--- config.mk ---
export PLATFORM = sky130hd
export DESIGN_NAME = split64_bridge
export DESIGN_NICKNAME = d
export VERILOG_FILES = /design/src/rtl/bridge_pkg.sv /design/src/rtl/bridge_decode.sv /design/src/rtl/bridge_wstage.sv /design/src/rtl/bridge_rcapture.sv /design/src/rtl/split64_bridge.sv
export SDC_FILE = /design/constraint.sdc
export NUM_CORES = 1
export LEC_CHECK = 0
export CORE_MARGIN = 8
export CORE_UTILIZATION = 64
export CTS_CLUSTER_DIAMETER = 100
export DETAILED_ROUTE_END_ITERATION = 7
export DONT_BUFFER_PORTS = 1
export GPL_TIMING_DRIVEN = 0
export PLACE_DENSITY = 0.91
export SLEW_MARGIN = 5
export SYNTH_ARGS = -nofsm -noshare
export SYNTH_HDL_FRONTEND = slang
export SYNTH_HIERARCHICAL = 1
export SYNTH_SLANG_ARGS = --single-unit
--- constraint.sdc ---
create_clock -name clk -period 4.8 [get_ports clk]
set_input_delay 0.96 -clock clk [delete_from_list [all_inputs] [get_ports clk]]
set_output_delay 0.96 -clock clk [all_outputs]
set_load 0.02 [all_outputs]
--- src/rtl/bridge_pkg.sv ---
// Shared types for the split-access 64-bit register bridge.
// Assumes 32-bit bus words and 64-bit internal registers.
package bridge_pkg;
    localparam int WORD_W  = 32;
    localparam int DWORD_W = 2 * WORD_W;

    // Which half of a 64-bit register a bus word addresses (address bit 2).
    typedef enum logic {
        HALF_UPPER = 1'b0,   // lower byte address, bits 63..32
        HALF_LOWER = 1'b1    // byte address + 4, bits 31..0
    } half_e;
endpackage

--- src/rtl/bridge_decode.sv ---
// Address decoder: turns a byte address plus write/read requests into
// one-hot register selects, a half indicator and a read-miss flag.
// Assumes word-aligned accesses; address bits 1..0 are ignored.
module bridge_decode
    import bridge_pkg::*;
#(
    parameter int ADDR_W   = 6,
    parameter int NUM_REGS = 4
) (
    input  logic [ADDR_W-1:0]   addr,
    input  logic                wen,
    input  logic                ren,
    output logic [NUM_REGS-1:0] wr_sel,
    output logic [NUM_REGS-1:0] rd_sel,
    output half_e               half,
    output logic                rd_miss
);
    localparam int IDX_W = ADDR_W - 3;

    logic [IDX_W-1:0] idx;
    logic             unused_byte_bits;

    assign idx              = addr[ADDR_W-1:3];
    assign half             = half_e'(addr[2]);
    assign unused_byte_bits = ^addr[1:0];

    // One select line per register, for each request kind.
    for (genvar g = 0; g < NUM_REGS; g++) begin : g_sel
        assign wr_sel[g] = wen && (idx == IDX_W'(g));
        assign rd_sel[g] = ren && (idx == IDX_W'(g));
    end

    // A read whose index names no register returns zero.
    assign rd_miss = ren && (rd_sel == '0);
endmodule

--- src/rtl/bridge_wstage.sv ---
// Write staging for one 64-bit register. An upper-half store loads the
// staging word. A lower-half store fires a commit with {stage, wdata} and
// clears the staging word.
// Assumes at most one store per cycle.
module bridge_wstage
    import bridge_pkg::*;
(
    input  logic               clk,
    input  logic               rst_n,
    input  logic               sel,
    input  half_e              half,
    input  logic [WORD_W-1:0]  wdata,
    output logic               fire,
    output logic [DWORD_W-1:0] joined
);
    logic [WORD_W-1:0] stage_q;

    assign fire   = sel && (half == HALF_LOWER);
    assign joined = {stage_q, wdata};

    // Load the staging word on an upper-half store; clear it on commit.
    always_ff @(posedge clk) begin
        if (!rst_n)                          stage_q <= '0;
        else if (sel && half == HALF_UPPER)  stage_q <= wdata;
        else if (fire)                       stage_q <= '0;
    end

    // after a commit the staging word is empty
    a_r4_stage_cleared: assert property (@(posedge clk) disable iff (!rst_n)
        fire |=> (stage_q == '0));

    // the staging word only moves when this register is addressed
    a_r5_stage_private: assert property (@(posedge clk) disable iff (!rst_n)
        !sel |=> $stable(stage_q));
endmodule

--- src/rtl/bridge_rcapture.sv ---
// Read path: per-register capture of bits 31..0 on an upper-half read,
// handed back on the next lower-half read of the same register.
// bus_rdata is registered and holds between reads.
// Assumes live values are synchronous to clk.
module bridge_rcapture
    import bridge_pkg::*;
#(
    parameter int NUM_REGS = 4
) (
    input  logic                        clk,
    input  logic                        rst_n,
    input  logic [NUM_REGS-1:0]         rd_sel,
    input  half_e                       half,
    input  logic                        rd_miss,
    input  logic [NUM_REGS*DWORD_W-1:0] live,
    output logic [WORD_W-1:0]           rdata
);
    logic [NUM_REGS-1:0] pend_q;
    logic [WORD_W-1:0]   hold_q [NUM_REGS];
    logic [DWORD_W-1:0]  sel_live;
    logic [WORD_W-1:0]   sel_hold;
    logic                sel_pend;
    logic [WORD_W-1:0]   rdata_next;

    // Select the live value, held word and pending flag of the addressed register.
    always_comb begin
        sel_live = '0;
        sel_hold = '0;
        for (int i = 0; i < NUM_REGS; i++) begin
            if (rd_sel[i]) begin
                sel_live = sel_live | live[i*DWORD_W +: DWORD_W];
                sel_hold = sel_hold | hold_q[i];
            end
        end
        sel_pend = |(rd_sel & pend_q);
    end

    // Choose the returned word from the half and the capture state.
    always_comb begin
        if (rd_miss)                 rdata_next = '0;
        else if (half == HALF_UPPER) rdata_next = sel_live[DWORD_W-1:WORD_W];
        else if (sel_pend)           rdata_next = sel_hold;
        else                         rdata_next = sel_live[WORD_W-1:0];
    end

    // Register read data; it only moves on a read request.
    always_ff @(posedge clk) begin
        if (!rst_n)                     rdata <= '0;
        else if (rd_miss || |rd_sel)    rdata <= rdata_next;
    end

    for (genvar g = 0; g < NUM_REGS; g++) begin : g_cap
        // Capture low bits on an upper-half read; release on a lower-half read.
        always_ff @(posedge clk) begin
            if (!rst_n) begin
                pend_q[g] <= 1'b0;
                hold_q[g] <= '0;
            end else if (rd_sel[g] && half == HALF_UPPER) begin
                pend_q[g] <= 1'b1;
                hold_q[g] <= live[g*DWORD_W +: WORD_W];
            end else if (rd_sel[g]) begin
                pend_q[g] <= 1'b0;
            end
        end

        // an upper-half read leaves a capture pending
        a_r7_capture_set: assert property (@(posedge clk) disable iff (!rst_n)
            (rd_sel[g] && half == HALF_UPPER) |=> pend_q[g]);

        // a lower-half read consumes the capture
        a_r8_capture_used: assert property (@(posedge clk) disable iff (!rst_n)
            (rd_sel[g] && half == HALF_LOWER) |=> !pend_q[g]);

        // a capture is untouched by reads of other registers
        a_r12_capture_private: assert property (@(posedge clk) disable iff (!rst_n)
            !rd_sel[g] |=> ($stable(pend_q[g]) && $stable(hold_q[g])));
    end

    // read data holds when there is no read request
    a_r6_rdata_hold: assert property (@(posedge clk) disable iff (!rst_n)
        (!rd_miss && rd_sel == '0) |=> $stable(rdata));

    // an out-of-range read returns zero
    a_r10_miss_zero: assert property (@(posedge clk) disable iff (!rst_n)
        rd_miss |=> (rdata == '0));
endmodule

--- src/rtl/split64_bridge.sv ---
// Top level of the split-access 64-bit register bridge. It decodes the
// 32-bit bus, stages and commits writes per register, and serves reads
// with a per-register capture so 64-bit values read back atomically.
// Assumes one bus access per cycle and a synchronous active-low reset.
module split64_bridge
    import bridge_pkg::*;
#(
    parameter int ADDR_W   = 6,
    parameter int NUM_REGS = 4
) (
    input  logic                        clk,
    input  logic                        rst_n,
    input  logic [ADDR_W-1:0]           bus_addr,
    input  logic                        bus_wen,
    input  logic [WORD_W-1:0]           bus_wdata,
    input  logic                        bus_ren,
    output logic [WORD_W-1:0]           bus_rdata,
    output logic [NUM_REGS-1:0]         commit_strobe,
    output logic [DWORD_W-1:0]          commit_data,
    input  logic [NUM_REGS*DWORD_W-1:0] live_value
);
    logic [NUM_REGS-1:0] wr_sel;
    logic [NUM_REGS-1:0] rd_sel;
    half_e               half;
    logic                rd_miss;
    logic [NUM_REGS-1:0] fire;
    logic [DWORD_W-1:0]  joined [NUM_REGS];
    logic [DWORD_W-1:0]  commit_next;

    bridge_decode #(.ADDR_W(ADDR_W), .NUM_REGS(NUM_REGS)) i_decode (
        .addr    (bus_addr),
        .wen     (bus_wen),
        .ren     (bus_ren),
        .wr_sel  (wr_sel),
        .rd_sel  (rd_sel),
        .half    (half),
        .rd_miss (rd_miss)
    );

    for (genvar g = 0; g < NUM_REGS; g++) begin : g_stage
        bridge_wstage i_wstage (
            .clk    (clk),
            .rst_n  (rst_n),
            .sel    (wr_sel[g]),
            .half   (half),
            .wdata  (bus_wdata),
            .fire   (fire[g]),
            .joined (joined[g])
        );
    end

    // Pick the joined value of the register being committed.
    always_comb begin
        commit_next = '0;
        for (int i = 0; i < NUM_REGS; i++)
            if (fire[i]) commit_next = commit_next | joined[i];
    end

    // Register the commit strobe each cycle and the data on a commit.
    always_ff @(posedge clk) begin
        if (!rst_n) begin
            commit_strobe <= '0;
            commit_data   <= '0;
        end else begin
            commit_strobe <= fire;
            if (|fire) commit_data <= commit_next;
        end
    end

    bridge_rcapture #(.NUM_REGS(NUM_REGS)) i_rcapture (
        .clk     (clk),
        .rst_n   (rst_n),
        .rd_sel  (rd_sel),
        .half    (half),
        .rd_miss (rd_miss),
        .live    (live_value),
        .rdata   (bus_rdata)
    );

    // at most one register commits per cycle
    a_r3_commit_onehot: assert property (@(posedge clk) disable iff (!rst_n)
        $onehot0(commit_strobe));

    // an upper-half store never commits
    a_r2_upper_no_commit: assert property (@(posedge clk) disable iff (!rst_n)
        (bus_wen && half == HALF_UPPER) |=> (commit_strobe == '0));

    // commit data holds when nothing commits
    a_r2_data_hold: assert property (@(posedge clk) disable iff (!rst_n)
        (fire == '0) |=> $stable(commit_data));
endmodule

After elaboration in Yosys (flattened, before gate mapping)
Memory sizes are Yosys's and may differ from the RTL's.
Index checks and enable logic that the tools add are counted.
Widths: inputs -> output; s select.
{"block": "classes", "bitwise_logic": 15, "add_sub_neg": 0, "shift": 0, "div_mod_pow": 0, "eq_ne": 3, "muxes": 48, "n_mul": 0, "reduce_logical": 35, "n_lt_le_gt_ge": 0}
{"operator": "$mux 32", "n": 19}
{"operator": "$mux 64", "n": 8}
{"operator": "$or 64x64->64", "n": 6}
{"operator": "$or 32x32->32", "n": 3}
{"operator": "$logic_and 1x1->1", "n": 21}
{"operator": "$mux 1", "n": 21}
{"operator": "$reduce_bool 2->1", "n": 8}
{"operator": "$reduce_or 4->1", "n": 3}
{"operator": "$eq 3x2->1 const B", "n": 2}
{"operator": "$and 4x4->4", "n": 1}
{"operator": "$logic_not 4->1", "n": 1}
{"operator": "$or 1x1->1", "n": 4}
{"operator": "$eq 3x1->1 const B", "n": 1}
{"operator": "$logic_not 3->1", "n": 1}
{"operator": "$logic_or 1x1->1", "n": 1}
{"operator": "$not 1->1", "n": 1}
{"block": "totals", "mem_bits_ro": 0, "register_bits": 232, "in_bits": 298, "wordCells": 113, "out_inout_bits": 100, "memories": 1, "latchBits": 0, "ramBits": 128}
{"name": "i_rcapture.hold_q", "depth": 4, "width": 32, "read_ports": 4, "rd_clocked_by_memory_dff": 0, "wr": 4, "line_no": "bridge_rcapture.sv:19", "text": "logic [WORD_W-1:0] hold_q [NUM_REGS];"}

Longest topological paths before layout
Gate-level depths: netlist (run 1).
{"block": "logic_depth", "depth_word": 12, "mapped_depth": 8, "depth_no_buf": 5}

Modules after synthesis
Netlist (run 1), hierarchy kept.
{"module": "bridge_rcapture", "cells_each": 767, "instances": 1, "area_per_inst_um2": 8663.3, "seq_area_each_um2": 4564.4}
{"module": "bridge_wstage", "cells_each": 175, "instances": 4, "area_per_inst_um2": 1517.7, "seq_area_each_um2": 640.6}
{"module": "split64_bridge", "cells_each": 378, "instances": 1, "area_per_inst_um2": 3289.4, "seq_area_each_um2": 1361.3}
{"module": "bridge_decode", "cells_each": 10, "instances": 1, "area_per_inst_um2": 97.6, "seq_area_each_um2": 0.0}

Least setup slack after synthesis (run 1)
OpenSTA, ideal clock, no wires.
{"block": "synth_path", "path_type": "input -> register", "start": "in bus_addr[3]", "end": "mem i_rcapture.hold_q[0][0], enable pin", "setup_time_ns": 0.425, "arrival_time_ns": 3.394, "stages": 6, "path_slack_ns": 0.980, "t_required_ns": 4.375, "n_path_buf": 3, "path_cell_list": "nor4b_1 -> buf_4 -> buf_2 -> clkbuf_1 -> inv_1 -> o21ai_1"}
{"item": "start, declared", "line_no": "split64_bridge.sv:13", "text": "input logic [ADDR_W-1:0] bus_addr,"}
{"item": "end, declared", "line_no": "bridge_rcapture.sv:19"}

Final worst setup path (run 1)
{"block": "layout_path", "start": "in bus_addr[4]", "end": "reg commit_data[38]"}
{"block": "layout_via", "elab_cells_between_ends": 20, "cone_classes": "eq/ne (3); mux (4); bitwise (3); reduce/logical (10)"}
{"item": "$eq 3x1->1 (*)", "line_no": "bridge_decode.sv:29", "text": "assign wr_sel[g] = wen && (idx == IDX_W'(g));"}
{"item": "$logic_and 1x1->1 (*)", "line_no": "bridge_decode.sv:29"}
{"item": "$logic_and 1x1->1 (*)", "line_no": "bridge_wstage.sv:18", "text": "assign fire = sel && (half == HALF_LOWER);"}
{"item": "via fire[1]", "line_no": "split64_bridge.sv:26", "text": "logic [NUM_REGS-1:0] fire;"}
{"item": "$mux 64", "line_no": "split64_bridge.sv:56", "text": "if (fire[i]) commit_next = commit_next | joined[i];"}
{"item": "$or 64x64->64", "line_no": "split64_bridge.sv:56"}
{"item": "$mux 64", "line_no": "split64_bridge.sv:56"}
{"item": "$or 64x64->64", "line_no": "split64_bridge.sv:56"}
{"item": "$mux 64", "line_no": "split64_bridge.sv:56"}
{"item": "end signal, assigned", "line_no": "split64_bridge.sv:66", "text": "if (|fire) commit_data <= commit_next;"}
{"item": "end, declared", "line_no": "split64_bridge.sv:19", "text": "output logic [DWORD_W-1:0] commit_data,"}
Mark *: on every way through the listed nets, which the timed path passes. The rest lies on a longest branch.
A chain may end at the register's enable or synchronous reset.

==> run metrics, run 1 <==
remaining antenna violation count after routing 0; syn avg cell area 9.77 sq um; Synth Area in XOR/XNOR 0%; sequential area share after synthesis 46.8%; violations in the final reports design-rule violations; initial drt markers 2434; initial antenna violation count 14; Worst Max-Slew Pin Slew 1200 ps; largest family of logic cells by synthesized area compound AO/OA/AOI/OAI gates; Util after Layout 72.1%; Syn Std Cell Area 18100 sq um; area grow syn2layout 10.9%; adder-cell share of the synthesized area 0%; DRC 2; filler cell count 1957; Clock Root Buffer clkbuf_16; Pwr Density 353 nW/um^2; Hold Slack 474 ps; crit-path max FO 10; Final Routed Wirelength 67700 um; Port Buffers 0; Initial Utilization 65.0%; Final Skew 20.5 ps; CTS Buffer Depth 3; # setup viols final 0; Vias 16700; cts repair resizes 0; total negative slack 0 ps; nets@finish 2197; vias per inst 7.20; largest net degree at the start of global routing 25; hold buffers post-CTS 0; total global-route track usage 37.5%; crit path time final 3510 ps; total congestion overflow 0; Arr. time, crit path 3950 ps; post-synthesis simple-gate area fraction 14.4%; design area 20100 sq um; Synth Flop Type dfxtp_1; ys async rst share 0%; Die X 184 um; status complete, but fails checks; die area 34000 sq um; Hold Crit Class register to register; vias in the first global route 16200; Synth warnings 6; share of Yosys cell area claimed by the top area cell type 25.6%; Unique masters post-synth 36; cells taking the most area after synthesis dfxtp_1, edfxtp_1, buf_4; Placed Area 18700 sq um; clk_lat worst skew 530 ps; crit end category register; Worst VDD drop 0.326 mV; most common cell in the synthesized netlist dfxtp_1; CP Launch Point bus_addr[4]; core area 27900 sq um; final worst slack 1290 ps; Mapped Cells 1855; routed len/inst 29.2 um; max_cap viols 0; post-synthesis mux area share 1.99%; CTS H-tree lvls 2; Synth Net Count 2153; Critical R2R Launch i_rcapture/pend_q[3]; Pleak 0.00726 uW; fin crit share 73.0%; post-synth top area cell dfxtp_1; TritonRoute pass-1 iters 8; Post-synth EDFFs 128; dpl hpwl 49500 um; WS Path Type input pin to register; max-slew violations 0; Rows 61; # IOs 398; Die Ht 184 um; slew margin rel. 19.2%; synth cell count leaders dfxtp_1, nand2_1, o21ai_1, buf_4, a22oi_1; worst min-delay path startpoint g_stage[1].i_wstage/stage_q[1]; Final Hold Fails 0; crit start category input pin; Setup WS pre-CTS 983 ps; CTS tree built; CTS clock-pin slew for the worst setup and hold paths 60 ps; fmax 0.285 GHz; post-CTS setup repair buffer count 0; wire length of the first global-routing pass 98200 um; share of cells above drive strength 1 16.6%; RSZ-0062 raised after global routing no; FF+latch count, synth 360; gpl congestion 1.01; CTS buffer count 38; CP Data Required Time 5240 ps; post-synthesis compound-gate area fraction 25.7%; clk sinks 360
-- layout make-up --
class	instances	area, sq um	area share [%]
Sequential cell	360	8490	42.2
Clock buffer	60	1250	6.23
Buffer	330	1990	9.92
Multi-Input combinational cell	1161	7670	38.2
Antenna cell	12	30.0	0.149
Clock inverter	8	72.6	0.361
Timing Repair Buffer	4	103	0.511
Inverter	4	15.0	0.0747
Tap cell	378	473	2.35
-- cells in the final DEF (no fill, tap or decap), types with 16 or more instances in the layout --
master / n
a211oi_1: 32
o21ai_1: 150
a221oi_1: 64
o21ai_0: 26
a21oi_1: 64
buf_2: 60
nand3b_1: 128
a222oi_1: 32
o21ai_2: 16
dfxtp_1: 232
a22oi_1: 130
edfxtp_1: 128
clkbuf_16: 44
and3_1: 128
a22o_1: 64
buf_6: 20
a31oi_1: 96
buf_4: 141
nand2_1: 165
mux2_1: 27
clkbuf_1: 115
-- critical path, cell delays in order --
cell	delay, ps
nor4bb_1	940
buf_2	390
and2_1	230
clkbuf_1	430
clkbuf_1	560
a22oi_1	220
a31oi_1	200
-- path summary, 6_finish.rpt --
path	to	slack, ps	depth (start not counted)
setup / recovery	commit_data[38]	1290	7
hold / removal	g_stage[1].i_wstage/stage_q[1]	470	2
setup reg to reg	i_rcapture/rdata[30]	3120	5
hold reg to reg	g_stage[1].i_wstage/stage_q[1]	470	2
-- sequential cells by signal, summed over array words and instances (netlist names) --
name,count
i_rcapture/hold_q,128
g_stage.i_wstage/stage_q,128
i_rcapture/pend_q,4
commit_data,64
i_rcapture/rdata,32
commit_strobe,4
-- layer usage --
| layer | vias up | part of all wire, % | global-route usage, % |
|---|---|---|---|
| met2 | 1412 | 48 | 64.9 |
| met3 | 291 | 13 | 11.3 |
| li1 | 7073 | - | - |
| met5 | - | 0.074 | 0 |
| met4 | 6 | 6.9 | 22.2 |
| met1 | 7906 | 32 | 40.2 |
-- logic make-up (layout without fill, tap and decap cells) --
| logic type | Yosys count | in the layout |
|---|---|---|
| and+or+nand+nor | 447 | 447 |
| DFF | 360 | 360 |
| AOI/OAI and AO/OA | 682 | 682 |
| buffers and inverters | 334 | 406 |
| other | 0 | 12 |
| muxes | 32 | 32 |
-- where the power goes --
part           switching, uW  internal (uW)  total [uW]
Clock                   1230           1850        3080
Sequential               125           3280        3400
Combinational            368            244         611
-- metrics by stage --
stage / total power (uW) / std cells
4_1_cts: 7070 / 2305
5_1_grt: 7260 / 2315
3_5_place_dp: 4050 / 2237
2_1_floorplan: 3860 / 1855
3_3_place_gp: 4020 / 2233
6_report: 7100 / 2317
Power figures use the tool's default switching activity.
==> run 2, diff against run 1 <==
clock period = 3.3 ns   (was 4.8 ns; I/O delays follow)
==> run 2 against run 1 <==
Effect of this change:
- the run now ends clean
- die area unchanged
- core utilization down 0.45 points
- sequential share of layout area up 0.26 points
- clock power up 34%
- critical path type unchanged
- largest cell class unchanged
==> run metrics, run 2 (same netlist as run 1, synthesis figures left out) <==
status finished clean; Setup WS pre-CTS -356 ps; Worst path max stage delay 630 ps; Port Buffers 0; Die X 184 um; crit path to commit_data[24]; sw frac 24.3%; Hold Crit Class input pin to register; CP most frequent cell clkbuf_1; placed instance count 2237; commonest non-fill, non-tap cells in the layout dfxtp_1, nand2_1, o21ai_1; vias per inst 7.17; Final Non-Filler Cells 2311; Worst Max-Slew Pin Slew 841 ps; WS Path Type input pin to register; RSZ-0062 raised after global routing no; worst path cell trace nor4b_2 > buf_2 > and2_1 > clkbuf_1 > clkbuf_1 > a22oi_1 > a31oi_1; filler cell count 1955; clk sinks 360; cts repair resizes 0; CP Data Required Time 3730 ps; share of cells above drive strength 1 16.2%; critical path's slowest cell clkbuf_1; remaining antenna violation count after routing 0; Rows 61; vias in the first global route 16200; total global-route track usage 38.4%; post-CTS setup repair buffer count 0; crit start category input pin; Clock Root Buffer clkbuf_16; CTS tree built; CTS Buffer Depth 3; r2r worst-path depth 5; TritonRoute pass-1 iters 8; nets@finish 2196; largest net degree at the start of global routing 22; commonest non-fill, non-tap cell in the layout dfxtp_1; routed len/inst 29.8 um; max_cap viols 0; CP Launch Point bus_addr[3]; Critical R2R Launch i_rcapture/pend_q[2]; Worst VDD drop 0.332 mV; CTS buffer count 37; max-slew violations 0; core area 27900 sq um; CTS H-tree lvls 2; internal power 7540 uW; Placed Area 18700 sq um; Die Ht 184 um; Clock power frac 41.4%; dpl hpwl 50900 um; Initial Utilization 65.0%; NetSw 2430 uW; Arr. time, crit path 3420 ps; Final Skew 15.9 ps; total negative slack 0 ps; # setup viols final 0; Final Routed Wirelength 68800 um; Pwr Density 499 nW/um^2; total congestion overflow 0; DRC 0; clk_lat worst skew 510 ps; die area 34000 sq um; overall power 9970 uW; final worst slack 305 ps; wire length of the first global-routing pass 100000 um; hold buffers post-CTS 0; design area 20000 sq um; CTS clock-pin slew for the worst setup and hold paths 60 ps; Pleak 0.00719 uW; R2R Setup Slk 1590 ps; area grow syn2layout 10.2%; fin crit share 90.8%; gpl congestion 1.05; Vias 16600; initial antenna violation count 8; crit-path max FO 10; Reg2Reg Capture Point i_rcapture/rdata[16]; slew margin rel. 43.2%; crit end category register; # IOs 398; initial drt markers 2147; Final Hold Fails 0; fmax 0.334 GHz; crit path time final 3000 ps; Logic pwr share 8.9%; Flop pwr share 49.7%; Regs by FF count g_stage.i_wstage/stage_q (128), i_rcapture/hold_q (128), commit_data (64)
-- run 2: changes by cell type in the layout (fill, tap and decap cells not counted), sizes merged --
cell | before | now
clkbuf | 168 | 167
diode | 12 | 8
clkinv | 6 | 4
clkinvlp | 0 | 1
-- run 2: worst min path at each step --
stage	startpoint	end	cells after the start
6_report	bus_wdata[8]	g_stage[2].i_wstage/stage_q[8]	2
5_1_grt	bus_wdata[18]	g_stage[1].i_wstage/stage_q[18]	2
4_1_cts	bus_wdata[10]	g_stage[3].i_wstage/stage_q[10]	2
3_5_place_dp	g_stage[3].i_wstage/stage_q[12]	g_stage[3].i_wstage/stage_q[12]	2
3_3_place_gp	g_stage[0].i_wstage/stage_q[24]	g_stage[0].i_wstage/stage_q[24]	2
2_1_floorplan	g_stage[2].i_wstage/stage_q[25]	g_stage[2].i_wstage/stage_q[25]	2
-- run 2: worst max-delay path, delay by kind of cell --
family,cells,cell delay (ps)
buffers and inverters,3,1500
AND/OR/NAND/NOR,2,800
AO/OA/AOI/OAI,2,430
-- run 2: per-layer routing --
layer  vias to the layer above  part of all wire [%]  GRT usage, %
met4                         4                   6.7          22.8
met3                       307                    13          12.7
li1                       7097                     -             -
met2                      1357                    49          66.4
met5                         -                 0.049             0
met1                      7806                    32          40.5
-- run 2: per-stage QoR --
stage	utilization [%]	hold slack [ps]
finish	71.7	266
CTS	71.6	261
global placement	66.8	460
global route	71.7	264
floorplan	-	452
detailed placement	67.3	464
-- run 2: power groups by stage --
stage | Combinational (uW) | Sequential, uW | Clock, uW
global placement | 805 | 5040 | 0
detailed placement | 848 | 5050 | 0
floorplan | 617 | 5000 | 0
finish | 883 | 4950 | 4130
CTS | 857 | 4950 | 4110
global route | 934 | 4970 | 4310
-- run 2: area by class of cell --
type / instances / area, sq um / share of cell area, %
clock buffer: 59 / 1120 / 5.62
buffer: 330 / 1990 / 9.98
inverter: 4 / 15.0 / 0.0752
tap: 378 / 473 / 2.37
multi-input combinational: 1161 / 7680 / 38.5
antenna: 8 / 20.0 / 0.100
clock inverter: 7 / 66.3 / 0.332
sequential: 360 / 8490 / 42.5
timing repair buffer: 4 / 110 / 0.551
